--- config.mk ---
export PLATFORM = sky130hd
export DESIGN_NAME = real_ea_unit
export DESIGN_NICKNAME = d
export VERILOG_FILES = /design/src/rtl/ea_pkg.sv /design/src/rtl/ea_decode.sv /design/src/rtl/ea_offset.sv /design/src/rtl/ea_segment.sv /design/src/rtl/real_ea_unit.sv
export SDC_FILE = /design/constraint.sdc
export NUM_CORES = 1
export LEC_CHECK = 0
export CELL_PAD_IN_SITES_DETAIL_PLACEMENT = 1
export CELL_PAD_IN_SITES_GLOBAL_PLACEMENT = 2
export CORE_MARGIN = 8
export CORE_UTILIZATION = 21
export DETAILED_ROUTE_END_ITERATION = 10
export GPL_TIMING_DRIVEN = 0
export PLACE_DENSITY = 0.88
export SLEW_MARGIN = 20
export SYNTH_ARGS = -nofsm -noshare
export SYNTH_HDL_FRONTEND = slang
export SYNTH_SLANG_ARGS = --single-unit
--- constraint.sdc ---
create_clock -name clk -period 6 [get_ports clk]
set_input_delay 0.9 -clock clk [delete_from_list [all_inputs] [get_ports clk]]
set_output_delay 0.9 -clock clk [all_outputs]
set_load 0.01 [all_outputs]
--- src/rtl/ea_pkg.sv ---
package ea_pkg;
  typedef enum logic [1:0] {
    SEG_EXTRA = 2'd0,
    SEG_CODE  = 2'd1,
    SEG_STACK = 2'd2,
    SEG_DATA  = 2'd3
  } seg_e;

  typedef struct packed {
    logic use_bx;
    logic use_bp;
    logic use_si;
    logic use_di;
    logic disp_on;
    logic disp_wide;
    logic dflt_stack;
  } ea_dec_t;

  localparam int NUM_PTR = 4;
  localparam int NUM_SEG = 4;
endpackage

--- src/rtl/ea_decode.sv ---
module ea_decode
  import ea_pkg::*;
(
  input  logic [1:0] mod_f,
  input  logic [2:0] rm_f,
  output ea_dec_t    dec
);
  always_comb begin
    dec = '0;
    case (rm_f)
      3'd0: begin dec.use_bx = 1'b1; dec.use_si = 1'b1; end
      3'd1: begin dec.use_bx = 1'b1; dec.use_di = 1'b1; end
      3'd2: begin dec.use_bp = 1'b1; dec.use_si = 1'b1; dec.dflt_stack = 1'b1; end
      3'd3: begin dec.use_bp = 1'b1; dec.use_di = 1'b1; dec.dflt_stack = 1'b1; end
      3'd4: dec.use_si = 1'b1;
      3'd5: dec.use_di = 1'b1;
      3'd6: begin
        if (mod_f != 2'd0) begin
          dec.use_bp     = 1'b1;
          dec.dflt_stack = 1'b1;
        end
      end
      default: dec.use_bx = 1'b1;
    endcase
    case (mod_f)
      2'd0: begin dec.disp_on = (rm_f == 3'd6); dec.disp_wide = 1'b1; end
      2'd1: begin dec.disp_on = 1'b1; dec.disp_wide = 1'b0; end
      2'd2: begin dec.disp_on = 1'b1; dec.disp_wide = 1'b1; end
      default: begin dec.disp_on = 1'b0; dec.disp_wide = 1'b0; end
    endcase
  end


  always_comb begin
    if (mod_f == 2'd0 && rm_f == 3'd6)
      direct_noreg_chk: assert ({dec.use_bx, dec.use_bp, dec.use_si, dec.use_di} == 4'b0
                                && dec.disp_on && dec.disp_wide);
  end
endmodule

--- src/rtl/ea_offset.sv ---
module ea_offset
  import ea_pkg::*;
#(
  parameter int OFS_W        = 16,
  parameter int DISP_SHORT_W = 8
) (
  input  ea_dec_t          dec,
  input  logic [OFS_W-1:0] reg_bx,
  input  logic [OFS_W-1:0] reg_bp,
  input  logic [OFS_W-1:0] reg_si,
  input  logic [OFS_W-1:0] reg_di,
  input  logic [OFS_W-1:0] disp,
  output logic [OFS_W-1:0] offset
);
  localparam int EXT_W = OFS_W - DISP_SHORT_W;

  logic [OFS_W-1:0] disp_ext;
  logic [OFS_W-1:0] base_term;
  logic [OFS_W-1:0] index_term;

  always_comb begin
    if (!dec.disp_on)
      disp_ext = '0;
    else if (dec.disp_wide)
      disp_ext = disp;
    else
      disp_ext = {{EXT_W{disp[DISP_SHORT_W-1]}}, disp[DISP_SHORT_W-1:0]};
  end

  always_comb begin
    base_term  = (dec.use_bx ? reg_bx : '0) | (dec.use_bp ? reg_bp : '0);
    index_term = (dec.use_si ? reg_si : '0) | (dec.use_di ? reg_di : '0);
    offset     = base_term + index_term + disp_ext;
  end


  always_comb begin
    if (!dec.disp_on)
      single_base_chk: assert (!(dec.use_bx && dec.use_bp) && !(dec.use_si && dec.use_di));
  end
endmodule

--- src/rtl/ea_segment.sv ---
module ea_segment
  import ea_pkg::*;
#(
  parameter int OFS_W     = 16,
  parameter int SEG_W     = 16,
  parameter int SEG_SHIFT = 4,
  parameter int PHYS_W    = 20
) (
  input  logic             dflt_stack,
  input  logic             ovr_en,
  input  logic [1:0]       ovr_seg,
  input  logic [SEG_W-1:0] seg_bank [NUM_SEG],
  input  logic [OFS_W-1:0] offset,
  output logic [1:0]       code,
  output logic [SEG_W-1:0] base,
  output logic [PHYS_W-1:0] phys
);
  localparam int SH_W = SEG_W + SEG_SHIFT;

  logic [SH_W-1:0] shifted;
  logic [SH_W-1:0] sum_c;

  always_comb begin
    if (ovr_en)
      code = ovr_seg;
    else if (dflt_stack)
      code = SEG_STACK;
    else
      code = SEG_DATA;
    base    = seg_bank[code];
    shifted = {base, {SEG_SHIFT{1'b0}}};
    sum_c   = shifted + {{(SH_W-OFS_W){1'b0}}, offset};
    phys    = sum_c[PHYS_W-1:0];
  end


  always_comb begin
    if (!ovr_en)
      dflt_code_chk: assert (code == SEG_STACK || code == SEG_DATA);
  end
endmodule

--- src/rtl/real_ea_unit.sv ---
module real_ea_unit
  import ea_pkg::*;
#(
  parameter int OFS_W        = 16,
  parameter int SEG_W        = 16,
  parameter int SEG_SHIFT    = 4,
  parameter int PHYS_W       = 20,
  parameter int DISP_SHORT_W = 8
) (
  input  logic              clk,
  input  logic              rst,
  input  logic              in_valid,
  input  logic [1:0]        mod_f,
  input  logic [2:0]        rm_f,
  input  logic [OFS_W-1:0]  reg_bx,
  input  logic [OFS_W-1:0]  reg_bp,
  input  logic [OFS_W-1:0]  reg_si,
  input  logic [OFS_W-1:0]  reg_di,
  input  logic [OFS_W-1:0]  disp,
  input  logic              ovr_en,
  input  logic [1:0]        ovr_seg,
  input  logic [SEG_W-1:0]  seg_es,
  input  logic [SEG_W-1:0]  seg_cs,
  input  logic [SEG_W-1:0]  seg_ss,
  input  logic [SEG_W-1:0]  seg_ds,
  output logic              out_valid,
  output logic [OFS_W-1:0]  ea_off,
  output logic [1:0]        seg_sel,
  output logic [SEG_W-1:0]  seg_base,
  output logic [PHYS_W-1:0] phys_addr,
  output logic [NUM_PTR+NUM_SEG-1:0] used_regs
);
  localparam int MASK_W = NUM_PTR + NUM_SEG;
  localparam int SH_W   = SEG_W + SEG_SHIFT;

  ea_dec_t           dec;
  logic [OFS_W-1:0]  off_c;
  logic [1:0]        code_c;
  logic [SEG_W-1:0]  base_c;
  logic [PHYS_W-1:0] phys_c;
  logic [SEG_W-1:0]  seg_bank [NUM_SEG];
  logic [MASK_W-1:0] mask_c;
  logic              fire;

  assign seg_bank[0] = seg_es;
  assign seg_bank[1] = seg_cs;
  assign seg_bank[2] = seg_ss;
  assign seg_bank[3] = seg_ds;
  assign fire = in_valid && (mod_f != 2'd3);

  ea_decode u_decode (
    .mod_f (mod_f),
    .rm_f  (rm_f),
    .dec   (dec)
  );

  ea_offset #(
    .OFS_W        (OFS_W),
    .DISP_SHORT_W (DISP_SHORT_W)
  ) u_offset (
    .dec    (dec),
    .reg_bx (reg_bx),
    .reg_bp (reg_bp),
    .reg_si (reg_si),
    .reg_di (reg_di),
    .disp   (disp),
    .offset (off_c)
  );

  ea_segment #(
    .OFS_W     (OFS_W),
    .SEG_W     (SEG_W),
    .SEG_SHIFT (SEG_SHIFT),
    .PHYS_W    (PHYS_W)
  ) u_segment (
    .dflt_stack (dec.dflt_stack),
    .ovr_en     (ovr_en),
    .ovr_seg    (ovr_seg),
    .seg_bank   (seg_bank),
    .offset     (off_c),
    .code       (code_c),
    .base       (base_c),
    .phys       (phys_c)
  );

  assign mask_c[0] = dec.use_bx;
  assign mask_c[1] = dec.use_bp;
  assign mask_c[2] = dec.use_si;
  assign mask_c[3] = dec.use_di;

  for (genvar g = 0; g < NUM_SEG; g++) begin : g_segbit
    assign mask_c[NUM_PTR+g] = (code_c == 2'(g));
  end

  always_ff @(posedge clk) begin
    if (rst) begin
      out_valid <= 1'b0;
      ea_off    <= '0;
      seg_sel   <= '0;
      seg_base  <= '0;
      phys_addr <= '0;
      used_regs <= '0;
    end else begin
      out_valid <= fire;
      if (fire) begin
        ea_off    <= off_c;
        seg_sel   <= code_c;
        seg_base  <= base_c;
        phys_addr <= phys_c;
        used_regs <= mask_c;
      end
    end
  end


  lat_chk: assert property (@(posedge clk) disable iff (rst)
    (in_valid && mod_f != 2'd3) |=> out_valid);


  idle_chk: assert property (@(posedge clk) disable iff (rst)
    !(in_valid && mod_f != 2'd3) |=> !out_valid);


  seg_onehot_chk: assert property (@(posedge clk) disable iff (rst)
    out_valid |-> $countones(used_regs[MASK_W-1:NUM_PTR]) == 1);


  ptr_count_chk: assert property (@(posedge clk) disable iff (rst)
    out_valid |-> $countones(used_regs[NUM_PTR-1:0]) <= 2);


  phys_chk: assert property (@(posedge clk) disable iff (rst)
    out_valid |-> phys_addr == PHYS_W'({seg_base, {SEG_SHIFT{1'b0}}} + SH_W'(ea_off)));


  ovr_chk: assert property (@(posedge clk) disable iff (rst)
    (in_valid && mod_f != 2'd3 && ovr_en) |=> seg_sel == $past(ovr_seg));
endmodule

==> results of run 1 <==
[cell families (layout without fill, tap and decap cells)]
family	count (synthesis)	in the layout	share of synthesized area, %
AO/OA/AOI/OAI	200	200	29.00
XOR/XNOR	23	23	4.392
adder cells (fa/ha/maj)	46	46	13.76
buffers and inverters	76	313	6.550
flip-flops	59	59	23.16
multiplexers	7	7	1.742
AND/OR/NAND/NOR	235	235	21.39
[cell type report]
| type | instances | area, sq um | share of cell area (%) |
|---|---|---|---|
| Inverter | 35 | 131.4 | 1.606 |
| Timing Repair Buffer | 224 | 2217 | 27.11 |
| Tap cell | 324 | 405.4 | 4.956 |
| Clock buffer | 11 | 242.7 | 2.968 |
| Multi-Input combinational cell | 511 | 3735 | 45.66 |
| Clock inverter | 3 | 40.04 | 0.4895 |
| Buffer | 40 | 226.5 | 2.769 |
| Sequential cell | 59 | 1181 | 14.44 |
[metrics by stage]
| stage | worst slack, ps | cell area [sq um] |
|---|---|---|
| after global routing | 31.47 | 8179 |
| final | 364.0 | 8179 |
| after floorplan | 83.41 | 5102 |
| after CTS | 10.92 | 8070 |
| after detailed placement | -1725 | 7650 |
| after global placement | -1556 | 7650 |
[per-layer routing]
layer	vias up	track usage, %
li1	2743	-
met2	158	24.92
met4	0	2.061
met5	-	0
met1	2547	18.06
met3	8	4.682
[cell usage after synthesis (6+ instances only)]
master and count:
a211oi_1 23, a31oi_1 12, nand2b_1 6, and2_1 7, nand3_1 8, buf_1 8
o21a_1 6, ha_1 28, nor2b_1 24, nand2_1 121, a21o_1 7, inv_1 34
nor3_1 9, a21oi_1 56, a22o_1 8, a22oi_1 27, dfxtp_1 59, clkbuf_1 23
nor2_1 35, xnor2_1 17, o21ai_0 15, fa_1 17
[worst max-delay path by stage]
stage               slack (ps)            end      from
detailed placement       -1730  phys_addr[19]  mod_f[0]
floorplan                   80  phys_addr[19]  mod_f[0]
global placement         -1560  phys_addr[19]  mod_f[0]
global route                30  phys_addr[14]  mod_f[0]
CTS                         10  phys_addr[18]  mod_f[1]
finish                     360  phys_addr[19]  mod_f[0]
[sequential cells by signal, summed over array words and instances (netlist names)]
name / count
ea_off: 16
phys_addr: 16
seg_base: 16
used_regs: 8
seg_sel: 2
out_valid: 1
[report_power, final]
group	internal (mW)	switching [mW]	leakage (nW)
registers	0.454	0.0334	0.485
clock network	0.326	0.178	0.141
logic	0.635	0.676	2.53
total	1.42	0.888	3.16
[worst max-delay path, stage by stage]
cell and delay, ps:
clkbuf_2 160, inv_2 130, ha_2 290, a41oi_4 240
nor2_2 90, buf_4 150, and2_1 190, fa_1 510
ha_1 240, inv_1 80, fa_2 230, nor2b_4 50
o2111a_2 280, nor3_1 240, nor2_2 90, ha_1 340
nand2_1 100, o21ai_2 70, or3_4 350, nand3b_1 140
mux2i_4 90, o21a_4 230, o21ai_2 120, o311a_1 220
mux2_4 300
[what timing repair did]
item                                    4_1_cts  5_1_grt
setup buffers                                 4        6
gates resized for setup                      32       16
endpoints found under the setup margin       14        9
pin swaps                                     6        8
hold endpoints to repair                      0        0
==> reports/qor.txt, run 1 <==
Status = completed
WHS = 452.8 ps
Placement Rows = 57
Initial antenna violation count = 0
Post-synth top area share = 23.16%
Hold EP = phys_addr[9]
Reg-to-reg endpoint = phys_addr[19]
Yosys cell types = 78
Clock Latency Late Sink = 320 ps
Vias in the first global route = 5951
Top post-synthesis cells by area = dfxtp_1 23%, nand2_1 8.9%, ha_1 6.9%
Data required, critical path = 6210 ps
Max VDD drop = 0.0001246 V
Filler Cells Inserted = 2911
Io pins = 218
Critical path startpoint category = input pin
Mapped Avg Cell Area = 7.895 sq um
Commonest non-fill, non-tap cell in the layout = clkdlybuf4s50_1
Final hold violation count = 0
Worst R2R Start = phys_addr[19]
Setup TNS = 0 ps
FMAX = 0.1774 GHz
Port Buffer Count = 214
Hold Path Class = flip-flop to flip-flop
Slew Limit Fails = 0
Drt first pass iters = 4
Cells on worst reg2reg path = 3
Initial core utilization = 21.16%
RSZ-0062 raised after global routing = false
PD cells = 281.5 mW/mm^2
Remaining DRCs = 0
Die W = 171.8 um
RD Place Congestion = 0.7958
Cell Count, Final, Fillers Out = 1207
Register area share after synthesis = 23.16%
Final critical-path required period = 5636 ps
Highest-count cells in the layout ignoring fill and taps = 211 x clkdlybuf4s50_1, 121 x nand2_1, 59 x dfxtp_1
HPWL after DPL = 18070 um
Root Buffer = clkbuf_16
Post-synth EDFFs = 0
Top layer in use = met4
Wire per inst = 17.98 um
Vias = 5456
Maximum fanout along the worst path = 8
Die area = 0.02953 sq mm
CP endpoint kind = flip-flop
ANT nets after route = 0
Core Util, Final = 33.93%
Cell Area, Synth = 0.005100 sq mm
Dominant synthesized flop cell = dfxtp_1
Ant diodes = 0
Synth async-reset ratio = 0%
Critical path type = input pin to flip-flop
Remaining global-route overflow = 0
Htree depth = 3
Final Skew = 0 ps
CTS tree = done
Initial DRC Count = 198
Seq cells post-synth = 59
GRT Util Overall = 14.60%
Largest net degree at the start of global routing = 11
Area growth syn-to-layout = 60.38%
Met1 WL = 9616 um
Syn Inst Count = 646
Met2 WL = 10230 um
Leakage power = 3.157 nW
Layout net count = 1080
Hold_buf cts = 0
Vias per cell = 4.520
Clk sinks = 59
Met3 routed WL = 1781 um
First-pass GRT wire length = 33500 um
Synth warn = 0
Worst hold stages = 2
Slew @ Worst Pin = 750.8 ps
Pwr Total = 2.303 mW
HP Start = phys_addr[9]
Final WL = 21700 um
Worst Path Arrival = 5850 ps
Clk pin slew, worst setup/hold paths = 50 ps
Placed Cells = 1184
Clk buf depth = 2
Final period utilization = 93.93%
Flop2flop setup slack = 5110 ps
Max-cap violations = 0
Max-slew headroom = 49.94%
CTS Buf Count = 9
Syn_nets = 846
Setup violations, final = 0
Post-synth top area cell = dfxtp_1
Layout cells sized above 1 = 12.12%
Core Area = 0.02411 sq mm
Die height = 171.8 um
(Power assumes the default switching activity.)
==> run 2, diff against run 1 <==
--- a/config.mk
+++ b/config.mk
@@ -12,6 +12,7 @@
 export DETAILED_ROUTE_END_ITERATION = 10
 export GPL_TIMING_DRIVEN = 0
 export PLACE_DENSITY = 0.88
+export RECOVER_POWER = 50
 export SLEW_MARGIN = 20
 export SYNTH_ARGS = -nofsm -noshare
 export SYNTH_HDL_FRONTEND = slang
==> run 2 against run 1 <==
Worst hold slack worse by 2.9 ps. Sequential share of layout area unchanged. Via count increased by 0.16%. Maximum frequency grew 0.14%. Critical path type unchanged. Highest routed layer unchanged.
==> reports/qor.txt, run 2 (synthesized netlist as in run 1, its figures left out) <==
Status = completed
Die height = 171.8 um
Final Cell Area = 0.008179 sq mm
ANT nets after route = 0
CTS tree = done
Max VDD drop = 0.0001248 V
Critical Path Slowest Stage Cell = fa_1
Data required, critical path = 6220 ps
Vias per cell = 4.528
Final period utilization = 93.80%
Highest-count cells in the layout ignoring fill and taps = 151 x clkdlybuf4s50_1, 121 x nand2_1, 60 x dlygate4sd3_1
Clk pin slew, worst setup/hold paths = 50 ps
Layout cells sized above 1 = 12.12%
Clk buf depth = 2
Root Buffer = clkbuf_16
Vias = 5465
Final critical-path required period = 5628 ps
Initial antenna violation count = 0
Commonest non-fill, non-tap cell in the layout = clkdlybuf4s50_1
Hold_buf cts = 0
Area growth syn-to-layout = 60.38%
PD cells = 278.6 mW/mm^2
Worst Path Arrival = 5840 ps
Clk sinks = 59
Die W = 171.8 um
Top flop regs = ea_off (16), phys_addr (16), seg_base (16)
RSZ-0062 raised after global routing = false
Leakage power = 3.321 nW
Peak per-stage delay on the critical path = 510 ps
Clock Latency Late Sink = 330 ps
Filler Cells Inserted = 2911
Setup violations, final = 0
Core Area = 0.02411 sq mm
Initial core utilization = 21.16%
First-pass GRT wire length = 33500 um
Final WL = 21700 um
Largest net degree at the start of global routing = 11
WHS = 450.0 ps
Wire per inst = 17.98 um
Max-slew headroom = 49.93%
CTS Buf Count = 9
Area of the multi-input gates = 0.003735 sq mm
Die area = 0.02953 sq mm
Htree depth = 3
Register area = 0.001181 sq mm
Drt first pass iters = 4
FMAX = 0.1777 GHz
Slew Limit Fails = 0
Pwr Total = 2.278 mW
Final hold violation count = 0
Hold Path Class = flip-flop to flip-flop
Placement Rows = 57
Critical path startpoint category = input pin
Remaining DRCs = 0
Layout net count = 1080
Max-cap violations = 0
Remaining global-route overflow = 0
Initial DRC Count = 204
Io pins = 218
Placed Cells = 1184
CP endpoint kind = flip-flop
Slew @ Worst Pin = 751.0 ps
Ant diodes = 0
Final Skew = 0 ps
HPWL after DPL = 18070 um
DP Area = 0.007650 sq mm
Port Buffer Count = 214
GRT Util Overall = 14.60%
Maximum fanout along the worst path = 8
Critical path type = input pin to flip-flop
Vias in the first global route = 5951
Cell Count, Final, Fillers Out = 1207
RD Place Congestion = 0.7958
run 2: path summary, 6_finish.rpt:
kind,from,endpoint,slack (ps),cells after the start
setup / recovery,mod_f[0],phys_addr[19],370,25
hold / removal,phys_addr[9],phys_addr[9],450,2
setup reg to reg,phys_addr[19],phys_addr[19],5110,3
hold reg to reg,phys_addr[9],phys_addr[9],450,2
run 2: layer usage:
metal	wire length (um)	global-route usage (%)	part of all wire [%]	up-vias
met5	0	0	0	-
met4	86	2.061	0.40	0
met3	1770	4.682	8.2	9
met2	10240	24.92	47	164
met1	9600	18.06	44	2548
li1	-	-	-	2744
run 2: report_power, final:
group	switching (mW)	internal, mW
logic	0.675	0.613
registers	0.0307	0.454
clock network	0.179	0.326
total	0.886	1.39
run 2: final cells by class:
cell class	instances	area share, %
Timing Repair Buffer	224	27.11
Inverter	35	1.606
Tap cell	324	4.956
Sequential cell	59	14.44
Multi-Input combinational cell	511	45.66
Clock inverter	3	0.4895
Buffer	40	2.769
Clock buffer	11	2.968
run 2: worst max-delay path: cells and delay by family:
kind	cells	cell delay, ps
AOI/OAI and AO/OA	6	1160
muxes	2	390
buffers and inverters	4	520
adders and majority gates	5	1610
and+or+nand+nor	8	1250
run 2: stage by stage:
| stage | worst slack (ps) | setup TNS [ps] | utilization [%] |
|---|---|---|---|
| 2_1_floorplan | 83.41 | 0 | - |
| 3_3_place_gp | -1556 | -15760 | 31.73 |
| 3_5_place_dp | -1725 | -18340 | 31.73 |
| 4_1_cts | 10.92 | 0 | 33.48 |
| 5_1_grt | 31.47 | 0 | 33.93 |
| 6_report | 372.1 | 0 | 33.93 |
run 2: repair_timing:
action	4_1_cts	5_1_grt
setup buffers	4	6
endpoints found under the setup margin	14	9
pin swaps	6	8
gates resized for setup	32	16
